<file path="config.mk">
export PLATFORM = sky130hd
export DESIGN_NAME = zc_sag_monitor
export DESIGN_NICKNAME = d
export VERILOG_FILES = /design/src/rtl/zcsm_pkg.sv /design/src/rtl/zcsm_polarity.sv /design/src/rtl/zcsm_tick.sv /design/src/rtl/zcsm_watchdog.sv /design/src/rtl/zcsm_regs.sv /design/src/rtl/zc_sag_monitor.sv
export SDC_FILE = /design/constraint.sdc
export NUM_CORES = 1
export LEC_CHECK = 0
export BUFFER_PORTS_ARGS = -buffer_cell sky130_fd_sc_hd__buf_4
export CAP_MARGIN = 20
export CORE_MARGIN = 2
export CORE_UTILIZATION = 25
export CTS_BUF_LIST = sky130_fd_sc_hd__clkbuf_8
export DETAILED_ROUTE_END_ITERATION = 7
export MAX_ROUTING_LAYER = met4
export PLACE_DENSITY = 0.45
export SLEW_MARGIN = 20
export SYNTH_ARGS = -nofsm -noshare
export SYNTH_HDL_FRONTEND = slang
export SYNTH_SLANG_ARGS = --single-unit
</file>
<file path="constraint.sdc">
create_clock -name clk -period 2.2 [get_ports clk]
set_input_delay 0.44 -clock clk [delete_from_list [all_inputs] [get_ports clk]]
set_output_delay 0.44 -clock clk [all_outputs]
set_load 0.005 [all_outputs]
</file>
<file path="src/rtl/zcsm_pkg.sv">
package zcsm_pkg;

   // status flags as seen on the register port: bit 1 timeout, bit 0 crossing
   typedef struct packed {
      logic tmo;
      logic xing;
   } zcsm_flags_t;

   localparam int unsigned ZCSM_FLAG_W = $bits(zcsm_flags_t);

endpackage

</file>
<file path="src/rtl/zcsm_polarity.sv">
module zcsm_polarity #(
   parameter int unsigned SAMPLE_W = 16
) (
   input  logic                       clk,
   input  logic                       rst_n,
   input  logic                       smp_valid,
   input  logic signed [SAMPLE_W-1:0] smp_data,
   output logic                       zx,
   output logic                       xing
);

   logic pol_q;
   logic seen_q;
   logic now_pos;

   // zero counts as positive
   assign now_pos = ~smp_data[SAMPLE_W-1];
   assign xing    = smp_valid & seen_q & (now_pos != pol_q);
   assign zx      = pol_q;

   always_ff @(posedge clk or negedge rst_n) begin
      if (!rst_n) begin
         pol_q  <= 1'b0;
         seen_q <= 1'b0;
      end else if (smp_valid) begin
         pol_q  <= now_pos;
         seen_q <= 1'b1;
      end
   end

   p_zx_needs_valid_r2: assert property (@(posedge clk) disable iff (!rst_n)
      !smp_valid |=> $stable(zx));

endmodule

</file>
<file path="src/rtl/zcsm_tick.sv">
module zcsm_tick #(
   parameter int unsigned DIV = 128
) (
   input  logic clk,
   input  logic rst_n,
   input  logic restart,
   output logic tick
);

   generate
      if (DIV == 1) begin : g_direct
         assign tick = ~restart;
      end else begin : g_count
         localparam int unsigned PW = $clog2(DIV);
         localparam logic [PW-1:0] LAST = PW'(DIV - 1);
         logic [PW-1:0] pc_q;

         assign tick = (pc_q == LAST) & ~restart;

         always_ff @(posedge clk or negedge rst_n) begin
            if (!rst_n) begin
               pc_q <= '0;
            end else if (restart || pc_q == LAST) begin
               pc_q <= '0;
            end else begin
               pc_q <= pc_q + 1'b1;
            end
         end

         p_restart_zero_r4: assert property (@(posedge clk) disable iff (!rst_n)
            restart |=> (pc_q == '0));
      end
   endgenerate

endmodule

</file>
<file path="src/rtl/zcsm_watchdog.sv">
module zcsm_watchdog #(
   parameter int unsigned TMO_W     = 12,
   parameter int unsigned TMO_RESET = 12'hFFF
) (
   input  logic             clk,
   input  logic             rst_n,
   input  logic             reload,
   input  logic [TMO_W-1:0] reload_val,
   input  logic             tick,
   output logic             expired,
   output logic             expire_evt
);

   localparam logic [TMO_W-1:0] CNT_INIT = TMO_W'(TMO_RESET);

   logic [TMO_W-1:0] cnt_q;
   logic             last_step;

   assign last_step  = (cnt_q <= TMO_W'(1));
   assign expire_evt = tick & ~reload & ~expired & last_step;

   always_ff @(posedge clk or negedge rst_n) begin
      if (!rst_n) begin
         cnt_q   <= CNT_INIT;
         expired <= 1'b0;
      end else if (reload) begin
         cnt_q   <= reload_val;
         expired <= 1'b0;
      end else begin
         if (tick && cnt_q != '0) begin
            cnt_q <= cnt_q - 1'b1;
         end
         if (expire_evt) begin
            expired <= 1'b1;
         end
      end
   end

   p_hold_expired_r5: assert property (@(posedge clk) disable iff (!rst_n)
      (expired && !reload) |=> expired);

   p_reload_load_r4: assert property (@(posedge clk) disable iff (!rst_n)
      reload |=> (!expired && cnt_q == $past(reload_val)));

   p_step_on_tick_r4: assert property (@(posedge clk) disable iff (!rst_n)
      (!tick && !reload) |=> $stable(cnt_q));

endmodule

</file>
<file path="src/rtl/zcsm_regs.sv">
module zcsm_regs
   import zcsm_pkg::*;
#(
   parameter int unsigned ADDR_W    = 6,
   parameter int unsigned DATA_W    = 16,
   parameter int unsigned TMO_W     = 12,
   parameter int unsigned TMO_RESET = 12'hFFF,
   parameter int unsigned A_TMO     = 6'h1D,
   parameter int unsigned A_CTRL    = 6'h0F,
   parameter int unsigned A_IRQEN   = 6'h0A,
   parameter int unsigned A_STAT    = 6'h0B,
   parameter int unsigned A_STATRC  = 6'h0C
) (
   input  logic              clk,
   input  logic              rst_n,
   input  logic              reg_wr,
   input  logic              reg_rd,
   input  logic [ADDR_W-1:0] reg_addr,
   input  logic [DATA_W-1:0] reg_wdata,
   output logic [DATA_W-1:0] reg_rdata,
   input  logic              xing_evt,
   input  logic              tmo_evt,
   output logic [TMO_W-1:0]  tmo_val,
   output logic              sag_off,
   output zcsm_flags_t       flags,
   output zcsm_flags_t       irq_en
);

   localparam logic [ADDR_W-1:0] AD_TMO   = ADDR_W'(A_TMO);
   localparam logic [ADDR_W-1:0] AD_CTRL  = ADDR_W'(A_CTRL);
   localparam logic [ADDR_W-1:0] AD_IRQEN = ADDR_W'(A_IRQEN);
   localparam logic [ADDR_W-1:0] AD_STAT  = ADDR_W'(A_STAT);
   localparam logic [ADDR_W-1:0] AD_STRC  = ADDR_W'(A_STATRC);

   logic        clr_rd;
   zcsm_flags_t flags_nx;
   logic        unused_wdata;

   assign unused_wdata = ^reg_wdata;
   assign clr_rd       = reg_rd & (reg_addr == AD_STRC);

   // a new event in the clearing cycle survives the clear
   always_comb begin
      flags_nx      = clr_rd ? '0 : flags;
      flags_nx.xing = flags_nx.xing | xing_evt;
      flags_nx.tmo  = flags_nx.tmo  | tmo_evt;
   end

   always_ff @(posedge clk or negedge rst_n) begin
      if (!rst_n) begin
         tmo_val <= TMO_W'(TMO_RESET);
         sag_off <= 1'b0;
         irq_en  <= '0;
         flags   <= '0;
      end else begin
         flags <= flags_nx;
         if (reg_wr) begin
            unique case (reg_addr)
               AD_TMO:   tmo_val <= reg_wdata[TMO_W-1:0];
               AD_CTRL:  sag_off <= reg_wdata[0];
               AD_IRQEN: irq_en  <= reg_wdata[ZCSM_FLAG_W-1:0];
               default:  ;
            endcase
         end
      end
   end

   always_comb begin
      unique case (reg_addr)
         AD_TMO:           reg_rdata = DATA_W'(tmo_val);
         AD_CTRL:          reg_rdata = DATA_W'(sag_off);
         AD_IRQEN:         reg_rdata = DATA_W'(irq_en);
         AD_STAT, AD_STRC: reg_rdata = DATA_W'(flags);
         default:          reg_rdata = '0;
      endcase
   end

   p_clear_on_read_r9: assert property (@(posedge clk) disable iff (!rst_n)
      (clr_rd && !xing_evt && !tmo_evt) |=> (flags == '0));

   p_tmo_flag_sticky_r7: assert property (@(posedge clk) disable iff (!rst_n)
      (flags.tmo && !clr_rd) |=> flags.tmo);

endmodule

</file>
<file path="src/rtl/zc_sag_monitor.sv">
module zc_sag_monitor
   import zcsm_pkg::*;
#(
   parameter int unsigned SAMPLE_W  = 16,
   parameter int unsigned ADDR_W    = 6,
   parameter int unsigned DATA_W    = 16,
   parameter int unsigned TMO_W     = 12,
   parameter int unsigned TMO_RESET = 12'hFFF,
   parameter int unsigned PRESCALE  = 128
) (
   input  logic                       clk,
   input  logic                       rst_n,
   input  logic                       smp_valid,
   input  logic signed [SAMPLE_W-1:0] smp_data,
   input  logic                       reg_wr,
   input  logic                       reg_rd,
   input  logic [ADDR_W-1:0]          reg_addr,
   input  logic [DATA_W-1:0]          reg_wdata,
   output logic [DATA_W-1:0]          reg_rdata,
   output logic                       zx,
   output logic                       sag_n,
   output logic                       irq_n
);

   generate
      if (TMO_W > DATA_W) begin : g_bad_width
         $error("timeout width exceeds register data width");
      end
      if (PRESCALE < 1) begin : g_bad_div
         $error("prescale must be at least 1");
      end
      if (TMO_RESET >= (1 << TMO_W)) begin : g_bad_reset
         $error("timeout reset value does not fit");
      end
      if (ADDR_W < 5) begin : g_bad_addr
         $error("address width too small for register map");
      end
   endgenerate

   logic             xing;
   logic             tick;
   logic             expired;
   logic             expire_evt;
   logic [TMO_W-1:0] tmo_val;
   logic             sag_off;
   zcsm_flags_t      flags;
   zcsm_flags_t      irq_en;

   zcsm_polarity #(.SAMPLE_W(SAMPLE_W)) u_pol (
      .clk       (clk),
      .rst_n     (rst_n),
      .smp_valid (smp_valid),
      .smp_data  (smp_data),
      .zx        (zx),
      .xing      (xing)
   );

   zcsm_tick #(.DIV(PRESCALE)) u_tick (
      .clk     (clk),
      .rst_n   (rst_n),
      .restart (xing),
      .tick    (tick)
   );

   zcsm_watchdog #(.TMO_W(TMO_W), .TMO_RESET(TMO_RESET)) u_wd (
      .clk        (clk),
      .rst_n      (rst_n),
      .reload     (xing),
      .reload_val (tmo_val),
      .tick       (tick),
      .expired    (expired),
      .expire_evt (expire_evt)
   );

   zcsm_regs #(
      .ADDR_W    (ADDR_W),
      .DATA_W    (DATA_W),
      .TMO_W     (TMO_W),
      .TMO_RESET (TMO_RESET)
   ) u_regs (
      .clk       (clk),
      .rst_n     (rst_n),
      .reg_wr    (reg_wr),
      .reg_rd    (reg_rd),
      .reg_addr  (reg_addr),
      .reg_wdata (reg_wdata),
      .reg_rdata (reg_rdata),
      .xing_evt  (xing),
      .tmo_evt   (expire_evt),
      .tmo_val   (tmo_val),
      .sag_off   (sag_off),
      .flags     (flags),
      .irq_en    (irq_en)
   );

   assign sag_n = ~(expired & ~sag_off);
   assign irq_n = ~|(flags & irq_en);

   p_sag_sets_flag_r7: assert property (@(posedge clk) disable iff (!rst_n)
      $fell(sag_n) && !$past(reg_wr) |-> flags.tmo);

endmodule

</file>
# Word-level counts from Yosys, hierarchy flattened

Index checks and enable logic that the tools add are counted.

Memories: 0
Latch bits: 0
Bits in writable memories: 0
Input bits: 43
Output and inout port bits: 19
Word-level logic and storage cells: 55
Register bits: 39
Memory bits (read-only): 0

Muxes and demuxes: 7
Div/mod/pow operators: 0
Eq/ne operators: 7
Shift-type cells: 0
Reduce and logical (&&, ||, !) cells: 11
Bitwise gates (word level): 16
Multipliers: 0
$add $sub $neg: 2
$lt $le $gt $ge: 1

Operators with widths:

| cell                  | number |
|---|---|
| $pmux 12 s4           | 1 |
| $eq 6x4->1 const B    | 4 |
| $mux 12               | 2 |
| $le 12x1->1 const B   | 1 |
| $reduce_bool 12->1    | 1 |
| $sub 12x1->12 const B | 1 |
| $and 1x1->1           | 8 |
| $add 7x1->7 const B   | 1 |
| $eq 7x7->1 const B    | 1 |
| $mux 7                | 1 |
| $eq 6x5->1 const B    | 1 |
| $reduce_and 2->1      | 3 |
| $not 1->1             | 5 |
| $reduce_bool 2->1     | 2 |
| $reduce_or 2->1       | 2 |
| $and 2x2->2           | 1 |
| $mux 1                | 2 |
| $mux 2                | 1 |
| $or 1x1->1            | 2 |
| $logic_and 1x1->1     | 1 |
| $logic_not 1->1       | 1 |
| $logic_or 1x1->1      | 1 |
| $ne 1x1->1            | 1 |

# Longest topological paths before layout

Gate-level depths: netlist (run 1).

Depth after elaboration: 10
Gate-level depth with buffers: 7
Gate-level depth less buffers: 6

# Cells and area by module

A second synthesis (run 1) with hierarchy kept.

Cell total of the unflattened synthesis: 203
Area total of the unflattened synthesis: 2185.8 um^2

Modules (own cells, without submodules):

| module         | cells each | area an instance (um^2) | instances |
|---|---|---|---|
| zcsm_regs      | 72         | 915.9                   | 1 |
| zcsm_watchdog  | 92         | 850.8                   | 1 |
| zcsm_tick      | 30         | 315.3                   | 1 |
| zcsm_polarity  | 7          | 85.1                    | 1 |
| zc_sag_monitor | 2          | 18.8                    | 1 |

# Worst setup path before layout (run 1)

Ideal clock, no wire load.

Kind: input -> output
From: in reg_addr[5]
To: out reg_rdata[0]
Required time: 1.760 ns
Arrival: 1.514 ns
Cell stages on the path: 4
Slack: 0.246 ns
Path through: or3b_2 nor4b_2 a22o_1 a221o_1

Word-level cells in the longest chain between the ends: 3
Elaborated cells between the ends (all ways): 7
Those cells by class: eq/ne: 5; mux: 1; reduce/logical: 1

Ends and longest elaborated chain:

| element            | RTL line             | text |
|---|---|---|
| start: declaration | zc_sag_monitor.sv:17 | `input logic [ADDR_W-1:0] reg_addr,` |
| $eq 6x4->1         | zcsm_regs.sv:69      | `unique case (reg_addr)` |
| $reduce_or 2->1    | zcsm_regs.sv:69      |  |
| $pmux 12 s4 (*)    | zcsm_regs.sv:69      |  |
| end: declaration   | zc_sag_monitor.sv:19 | `output logic [DATA_W-1:0] reg_rdata,` |

Mark *: on every way between the ends. The rest lies on a longest branch, timed or not.

# Final worst setup path (run 1)

From: in reg_addr[5]
To: out reg_rdata[1]

The elaborated chain is that of the path after synthesis.

==> results.json, run 1 <==
{
  "outcome": "completed",
  "clock_path_buffers": 2,
  "rsz0062_at_grt": "false",
  "drive_gt1_frac": 0.419,
  "synth_cell_types": 44,
  "wirelength_um": 4810,
  "synth.area.top_cells": "dfstp_2 (29%), dfrtp_1 (18%), mux2_2 (7.9%)",
  "antenna_found_initial": 0,
  "synth_adder_area_share": 0.0234,
  "grt_use_total": 0.115,
  "tns_ps": 0,
  "cp_common_cell": "buf_4",
  "synth_top_family_by_area": "simple AND/OR/NAND/NOR gates",
  "synth_seq_cells": 39,
  "slew_viol_final": 0,
  "drcViolationCount": 0,
  "rrSetupSlack_ps": 240,
  "min_period_ps": 2110,
  "fp-row-count": 33,
  "synthSimpleGateAreaFrac": 0.260,
  "synthFlopType": "dfstp_2",
  "grt_pass1_vias": 1667,
  "grt_overflow": 0,
  "power_density_nw_per_um2": 694,
  "die_y_um": 96.5,
  "seq_area_um2": 1010,
  "root_buffer": "clkbuf_8",
  "clkLatencyLatePin_ps": 280,
  "grt_pass1_wl_um": 8110,
  "setup_viol": 0,
  "async_flop_share": 1.00,
  "crit_path_cell_trace": "buf_4, or3b_4, nor4b_4, buf_4, a22oi_1, nand2_1, buf_4",
  "leakagePower_nw": 1.18,
  "routedWlPerCell_um": 13.4,
  "tightest_slew_ps": 502,
  "max_stage_delay_ps": 410,
  "start_kind": "primary input",
  "hold_viol": 0,
  "synth_cells": 204,
  "post_dp_cell_area_um2": 2590,
  "nets": 299,
  "viasPerCell": 4.73,
  "area_growth_pct": 26.6,
  "drt_first_pass_iters": 4,
  "die_w_um": 96.5,
  "endpoint": "reg_rdata[1]",
  "layout_common_cells": "buf_4 (50), dfstp_2 (24), nor2_1 (19)",
  "dp_hpwl_um": 3390,
  "vias": 1695,
  "skew_ps": 3.64,
  "fillers": 878,
  "final_common_cell": "buf_4",
  "yosysTopAreaCellShare": 0.295,
  "cp-end-kind": "primary output",
  "timing.final.crit_share": 0.957,
  "cp_max_fo": 2,
  "num_antenna_cells": 0,
  "cp-startpoint": "reg_addr[5]",
  "core_um2": 8260,
  "critPathArrivalTime_ps": 1670,
  "cap_violations": 0,
  "synth_area_um2": 2140,
  "synth-xor-area-share": 0.0246,
  "port_buffers": 38,
  "cts_tree": "done",
  "rr_endpoint": "u_wd.cnt_q[7]",
  "drt_iter0_markers": 62,
  "yosysSeqAreaShare": 0.470,
  "max_slew_margin": 0.664,
  "r2r-start": "u_tick.g_count.pc_q[0]",
  "synth_mux_area_frac": 0.0790,
  "worst-setup-path-type": "in2out",
  "hold_path.class": "in2async",
  "multiInputGateArea_um2": 1080,
  "io_pins": 62,
  "r2r_cells": 6,
  "place_congestion": 0.760,
  "synth_edf_count": 0,
  "syn_area_per_cell_um2": 10.5,
  "initial_core_util": 0.259,
  "yosys.area.top_type": "dfstp_2",
  "crit_slowest_cell": "or3b_4",
  "grt_max_degree": 40,
  "htreeDepth": 2,
  "cts_made_buffers": 5,
  "numClockSinks": 39,
  "dieArea_um2": 9310,
  "synth-compound-area-share": 0.101,
  "yosys_warnings": 0,
  "max_freq_mhz": 475,
  "total_power_mw": 1.88,
  "critical_path_required_ps": 1760,
  "stdcell_area_um2": 2710,
  "clkTransAtPathRegs_ps": 80,
  "vdd_drop_max_mv": 0.286,
  "ant_nets": 0
}
-- power breakdown --
part,switching [mW],internal (mW)
combinational,0.189,0.201
clock,0.245,0.248
sequential,0.108,0.888
-- per-stage QoR --
| stage | hold WS, ps | utilization | instances | setup WS [ps] |
|---|---|---|---|---|
| after floorplan | 144 | - | 207 | 246 |
| after global placement | 455 | 0.314 | 349 | 14.8 |
| after detailed placement | 452 | 0.314 | 349 | 13.7 |
| after CTS | 137 | 0.325 | 357 | 4.07 |
| after global routing | 158 | 0.328 | 358 | 0.194 |
| final | 127 | 0.328 | 358 | 94.2 |
-- cells in the mapped netlist (3+ instances only) --
| cell | instances |
|---|---|
| dfstp_2 | 24 |
| nor2_1 | 20 |
| dfrtp_1 | 15 |
| mux2_2 | 15 |
| nand2_1 | 14 |
| and2_1 | 11 |
| nand3_1 | 8 |
| a31oi_1 | 7 |
| or4_1 | 7 |
| o21ai_0 | 6 |
| buf_4 | 5 |
| clkbuf_1 | 5 |
| nand2b_1 | 5 |
| nor4_1 | 5 |
| ha_1 | 4 |
| and3_1 | 3 |
| o211ai_1 | 3 |
| or3_1 | 3 |
| xnor2_1 | 3 |
| xor2_1 | 3 |
-- worst max-delay path: cells and delay by family --
| kind | cells | cell delay, ps |
|---|---|---|
| AO/OA/AOI/OAI | 1 | 60 |
| buffers and inverters | 3 | 370 |
| AND/OR/NAND/NOR | 3 | 800 |
-- layout make-up --
type | count | area share
clock buffers | 6 | 0.0305
well taps | 105 | 0.0485
clock inverters | 2 | 0.00323
repair buffers | 51 | 0.146
multi-input cells | 153 | 0.397
flip-flops and latches | 39 | 0.372
inverters | 2 | 0.00277
-- timing repair --
item / CTS / global route
endpoints found under the setup margin: 0 / 2
gates resized for setup: 0 / 4
setup buffers: 0 / 1
hold buffers: 0 / 0
-- how the worst min path moves through the flow --
stage,endpoint,slack (ps),cells past startpoint,startpoint
5_1_grt,u_tick.g_count.pc_q[1],160,1,rst_n
4_1_cts,u_regs.flags[1],140,1,rst_n
2_1_floorplan,u_pol.seen_q,140,0,rst_n
3_3_place_gp,u_tick.g_count.pc_q[0],450,1,u_tick.g_count.pc_q[0]
3_5_place_dp,u_regs.flags[1],450,1,rst_n
6_report,u_tick.g_count.pc_q[1],130,1,rst_n
-- metal layers --
| metal | GRT usage | part of all wire |
|---|---|---|
| met1 | 0.153 | 0.46 |
| met2 | 0.181 | 0.48 |
| met3 | 0.0171 | 0.047 |
| met4 | 0.0352 | 0.012 |
| met5 | - | 0 |
-- sequential cells by signal, indices dropped and copies added, names as in the netlist --
| signal | flops |
|---|---|
| u_pol.zx | 1 |
| u_regs.tmo_val | 12 |
| u_tick.g_count.pc_q | 7 |
| u_regs.sag_off | 1 |
| u_wd.expired | 1 |
| u_regs.flags | 2 |
| u_regs.irq_en | 2 |
| u_pol.seen_q | 1 |
| u_wd.cnt_q | 12 |
-- cell families after synthesis --
group | count (synthesis)
simple gates | 93
flops | 39
compound gates | 31
mux | 15
buf+inv | 15
xor+xnor | 6
fa+ha+maj | 4
other cells | 1
(Power assumes the default switching activity.)
==> inputs of run 2 (changes only) <==
==> constraint.sdc (replaced) <==
create_clock -name clk -period 2.4 [get_ports clk]
set_input_delay 0.48 -clock clk [delete_from_list [all_inputs] [get_ports clk]]
set_output_delay 0.48 -clock clk [all_outputs]
set_load 0.005 [all_outputs]
==> run 2 against run 1 <==
Routed wire length fell by 0.25%. Critical path type unchanged. Clock skew rose by 2.6 ps. Setup slack improved by 5.6 ps. Cell count fell by 1.7%. Combinational power fell by 11%. Sequential power fell by 8.0%. Register-to-register slack improved by 160 ps. Critical endpoint is now reg_rdata[0].
==> results.json, run 2 (synthesized netlist as in run 1, its figures left out) <==
{
  "worst-setup-path-type": "in2out",
  "rr_endpoint": "u_wd.cnt_q[5]",
  "hold_ws_ps": 168,
  "grt_pass1_vias": 1651,
  "drive_gt1_frac": 0.397,
  "antenna_found_initial": 0,
  "dp_hpwl_um": 3390,
  "multiInputGateArea_um2": 1070,
  "cts_hold_buf": 0,
  "internal_power_mw": 1.25,
  "grt_max_degree": 40,
  "dieArea_um2": 9310,
  "final_common_cell": "buf_4",
  "cts_made_buffers": 5,
  "wirelength_um": 4800,
  "cp_max_fo": 4,
  "final_cells": 352,
  "core_um2": 8260,
  "critical_path_required_ps": 1920,
  "max_freq_mhz": 435,
  "rsz0062_at_grt": "false",
  "top_regs": "u_regs.tmo_val (12), u_wd.cnt_q (12), u_tick.g_count.pc_q (7)",
  "clkPwrFrac": 0.276,
  "grt_overflow": 0,
  "cts_tree": "done",
  "num_antenna_cells": 0,
  "tns_ps": 0,
  "skew_ps": 6.21,
  "tightest_slew_ps": 587,
  "port_buffers": 38,
  "power_density_nw_per_um2": 656,
  "critPathArrivalTime_ps": 1820,
  "setup_viol": 0,
  "seq_area_um2": 1010,
  "ant_nets": 0,
  "r2r_cells": 7,
  "outcome": "completed",
  "seqPwrFrac": 0.524,
  "cap_violations": 0,
  "grt_use_total": 0.113,
  "grt_pass1_wl_um": 8000,
  "viasPerCell": 4.78,
  "io_pins": 62,
  "routedWlPerCell_um": 13.6,
  "vdd_drop_max_mv": 0.269,
  "min_period_ps": 2300,
  "root_buffer": "clkbuf_8",
  "clock_path_buffers": 2,
  "p_switching_mw": 0.497,
  "numClockSinks": 39,
  "drt_iter0_markers": 62,
  "die_w_um": 96.5,
  "fillers": 871,
  "start_kind": "primary input",
  "area_growth_pct": 24.5,
  "hold_path.class": "in2async",
  "postLayoutCoreUtil": 0.322,
  "place_inst": 344,
  "r2r-start": "u_wd.cnt_q[0]",
  "rrSetupSlack_ps": 400,
  "initial_core_util": 0.259,
  "drt_first_pass_iters": 4,
  "clkLatencyLatePin_ps": 290,
  "slew_viol_final": 0,
  "nets": 293,
  "clkTransAtPathRegs_ps": 80,
  "leakagePower_nw": 1.15,
  "place_congestion": 0.784,
  "htreeDepth": 2,
  "p_sw_frac": 0.284,
  "max_slew_margin": 0.608,
  "vias": 1683,
  "hold_viol": 0,
  "comb_power_share": 0.199,
  "cp-end-kind": "primary output",
  "drcViolationCount": 0,
  "timing.final.crit_share": 0.958,
  "fp-row-count": 33,
  "die_y_um": 96.5,
  "total_power_mw": 1.75,
  "layout_common_cells": "buf_4 (44), dfstp_2 (24), nor2_1 (20)"
}
-- run 2: worst max-delay path: stages --
cell and delay [ps]:
buf_4 110, or3b_2 520, nor4b_4 290, a22o_1 190, a221o_1 120, buf_4 110
-- run 2: per-layer routing --
metal	GRT usage	vias to the layer above	share of wire
met5	-	-	0
met4	0.0387	0	0.015
met3	0.0217	7	0.046
met2	0.178	38	0.46
met1	0.147	815	0.48
li1	-	823	-
-- run 2: cell type report --
cell class / instances / share of cell area
repair buffers: 45 / 0.132
flip-flops and latches: 39 / 0.378
clock buffers: 7 / 0.0362
multi-input cells: 153 / 0.401
clock inverters: 1 / 0.00141
well taps: 105 / 0.0493
inverters: 2 / 0.00282
-- run 2: power groups by stage --
stage | combinational [mW] | sequential (mW) | clock (mW)
after floorplan | 0.250 | 0.895 | 0
final | 0.348 | 0.916 | 0.483
after global placement | 0.347 | 0.923 | 0
after global routing | 0.396 | 0.934 | 0.538
after CTS | 0.353 | 0.915 | 0.510
after detailed placement | 0.352 | 0.925 | 0
-- run 2: how the worst max path moves through the flow --
stage / startpoint / to / slack (ps) / cells past startpoint
3_5_place_dp: reg_addr[5] / reg_rdata[0] / 30 / 6
4_1_cts: reg_addr[5] / reg_rdata[0] / 30 / 6
2_1_floorplan: reg_addr[5] / reg_rdata[0] / 370 / 4
6_report: reg_addr[5] / reg_rdata[0] / 100 / 6
5_1_grt: reg_addr[5] / reg_rdata[0] / 40 / 6
3_3_place_gp: reg_addr[5] / reg_rdata[0] / 60 / 6
-- run 2: repair_timing --
item                       4_1_cts  5_1_grt
setup endpoints to repair        0        1
gates resized for setup          0        1
hold endpoints to repair         0        0
setup buffers                    0        0
-- run 2: metrics by stage --
stage               instance area (µm²)  worst slack (ps)
CTS                                2650              28.2
global route                       2660              36.6
global placement                   2550              58.9
detailed placement                 2550              30.9
floorplan                          2150               366
finish                             2660              99.8
==> inputs of run 3 (changes only) <==
--- a/config.mk
+++ b/config.mk
@@ -9,10 +9,10 @@
 export CAP_MARGIN = 20
 export CORE_MARGIN = 2
 export CORE_UTILIZATION = 25
-export CTS_BUF_LIST = sky130_fd_sc_hd__clkbuf_8
+export CTS_BUF_LIST = sky130_fd_sc_hd__clkbuf_16
 export DETAILED_ROUTE_END_ITERATION = 7
 export MAX_ROUTING_LAYER = met4
-export PLACE_DENSITY = 0.45
+export PLACE_DENSITY_LB_ADDON = 0.1
 export SLEW_MARGIN = 20
 export SYNTH_ARGS = -nofsm -noshare
 export SYNTH_HDL_FRONTEND = slang
==> constraint.sdc (replaced) <==
create_clock -name clk -period 2.92 [get_ports clk]
set_input_delay 0.584 -clock clk [delete_from_list [all_inputs] [get_ports clk]]
set_output_delay 0.584 -clock clk [all_outputs]
set_load 0.005 [all_outputs]
==> run 3 against run 2 <==
Hold slack better by 110 ps. Global-route usage up 0.23 points. Cell count down 1.4%. Critical path type unchanged. Register-to-register slack better by 270 ps.
==> results.json, run 3 (synthesized netlist as in run 1, its figures left out) <==
{
  "io_pins": 62,
  "fp-row-count": 33,
  "nets": 288,
  "drive_gt1_frac": 0.388,
  "numClockSinks": 39,
  "r2r-start": "u_tick.g_count.pc_q[0]",
  "rr_endpoint": "u_wd.cnt_q[10]",
  "total_power_mw": 1.55,
  "rrSetupSlack_ps": 670,
  "clkLatencyLatePin_ps": 280,
  "crit_family": "simple AND/OR/NAND/NOR gates",
  "final_common_cell": "buf_4",
  "cp_common_cell": "buf_4",
  "crit_path_cell_trace": "buf_4, or3b_2, nor4b_2, a22o_1, a221o_1, buf_4",
  "area_growth_pct": 23.6,
  "top_regs": "u_regs.tmo_val (12), u_wd.cnt_q (12), u_tick.g_count.pc_q (7)",
  "grt_use_total": 0.116,
  "cp-startpoint": "reg_addr[5]",
  "cp_max_fo": 4,
  "timing.final.crit_share": 0.871,
  "layout_common_cells": "buf_4 (40), dfstp_2 (24), nor2_1 (20)",
  "fin_ws_ps": 378,
  "skew_ps": 2.81,
  "die_y_um": 96.5,
  "place_ws_ps": 371,
  "postLayoutCoreUtil": 0.320,
  "fillers": 901,
  "routedWlPerCell_um": 13.7,
  "setup_viol": 0,
  "clkTransAtPathRegs_ps": 60,
  "outcome": "completed",
  "post-cts-setup-buffer-count": 0,
  "hold_viol": 0,
  "cp-end-kind": "primary output",
  "ant_nets": 0,
  "grt_max_degree": 40,
  "drt_first_pass_iters": 4,
  "num_antenna_cells": 0,
  "hold_path.class": "in2async",
  "tightest_slew_ps": 653,
  "stdcell_area_um2": 2640,
  "drcViolationCount": 0,
  "worst-setup-path-type": "in2out",
  "crit_slowest_cell": "or3b_2",
  "power_density_nw_per_um2": 588,
  "vias": 1646,
  "die_w_um": 96.5,
  "dieArea_um2": 9310,
  "leakagePower_nw": 1.14,
  "viasPerCell": 4.74,
  "start_kind": "primary input",
  "grt_pass1_vias": 1610,
  "min_period_ps": 2540,
  "cp.buffers_inverters": 2,
  "cap_violations": 0,
  "max_stage_delay_ps": 510,
  "port_buffers": 38,
  "vdd_drop_max_mv": 0.241,
  "drt_iter0_markers": 65,
  "root_buffer": "clkbuf_16",
  "antenna_found_initial": 0,
  "critPathArrivalTime_ps": 1960,
  "dp_hpwl_um": 3370,
  "max_slew_margin": 0.561,
  "htreeDepth": 2,
  "slew_viol_final": 0,
  "tns_ps": 0,
  "r2r_cells": 5,
  "critical_path_required_ps": 2340,
  "grt_pass1_wl_um": 7920,
  "cts_hold_buf": 0,
  "cts_tree": "done",
  "core_um2": 8260,
  "cts_made_buffers": 5,
  "ctsResizeCount": 0,
  "clock_path_buffers": 2,
  "rsz0062_at_grt": "false",
  "initial_core_util": 0.259,
  "place_congestion": 0.719,
  "max_freq_mhz": 393,
  "wirelength_um": 4750,
  "post_dp_cell_area_um2": 2500,
  "grt_overflow": 0
}
==> run 3: where the power goes <==
part	switching [mW]	internal, mW	leakage, nW
logic	0.138	0.144	0.626
clock network	0.208	0.311	0.0733
registers	0.0828	0.670	0.436
==> run 3: layout make-up <==
type,instances,area (µm²),share of cell area
clock buffer,5,125,0.0473
multi-input combinational,153,1060,0.400
sequential,39,1010,0.380
inverter,2,7.51,0.00284
tap,105,131,0.0497
timing repair buffer,40,300,0.114
clock inverter,3,15.0,0.00568
==> run 3: through the flow <==
stage,std cells,hold WS (ps)
2_1_floorplan,207,288
3_3_place_gp,339,458
3_5_place_dp,339,459
4_1_cts,347,300
5_1_grt,347,325
6_report,347,280
==> run 3: how the worst max path moves through the flow <==
stage,cells past startpoint,endpoint,slack (ps)
2_1_floorplan,4,reg_rdata[0],680
3_3_place_gp,6,reg_rdata[0],370
3_5_place_dp,6,reg_rdata[0],370
4_1_cts,6,reg_rdata[0],370
5_1_grt,6,reg_rdata[0],240
6_report,6,reg_rdata[0],380
==> run 3: layer usage <==
layer | global-route usage | vias to the layer above | wire, µm
met5 | - | - | 0
met4 | 0.0352 | 0 | 55
met3 | 0.0279 | 5 | 196
met2 | 0.184 | 36 | 2200
met1 | 0.146 | 789 | 2300
li1 | - | 816 | -
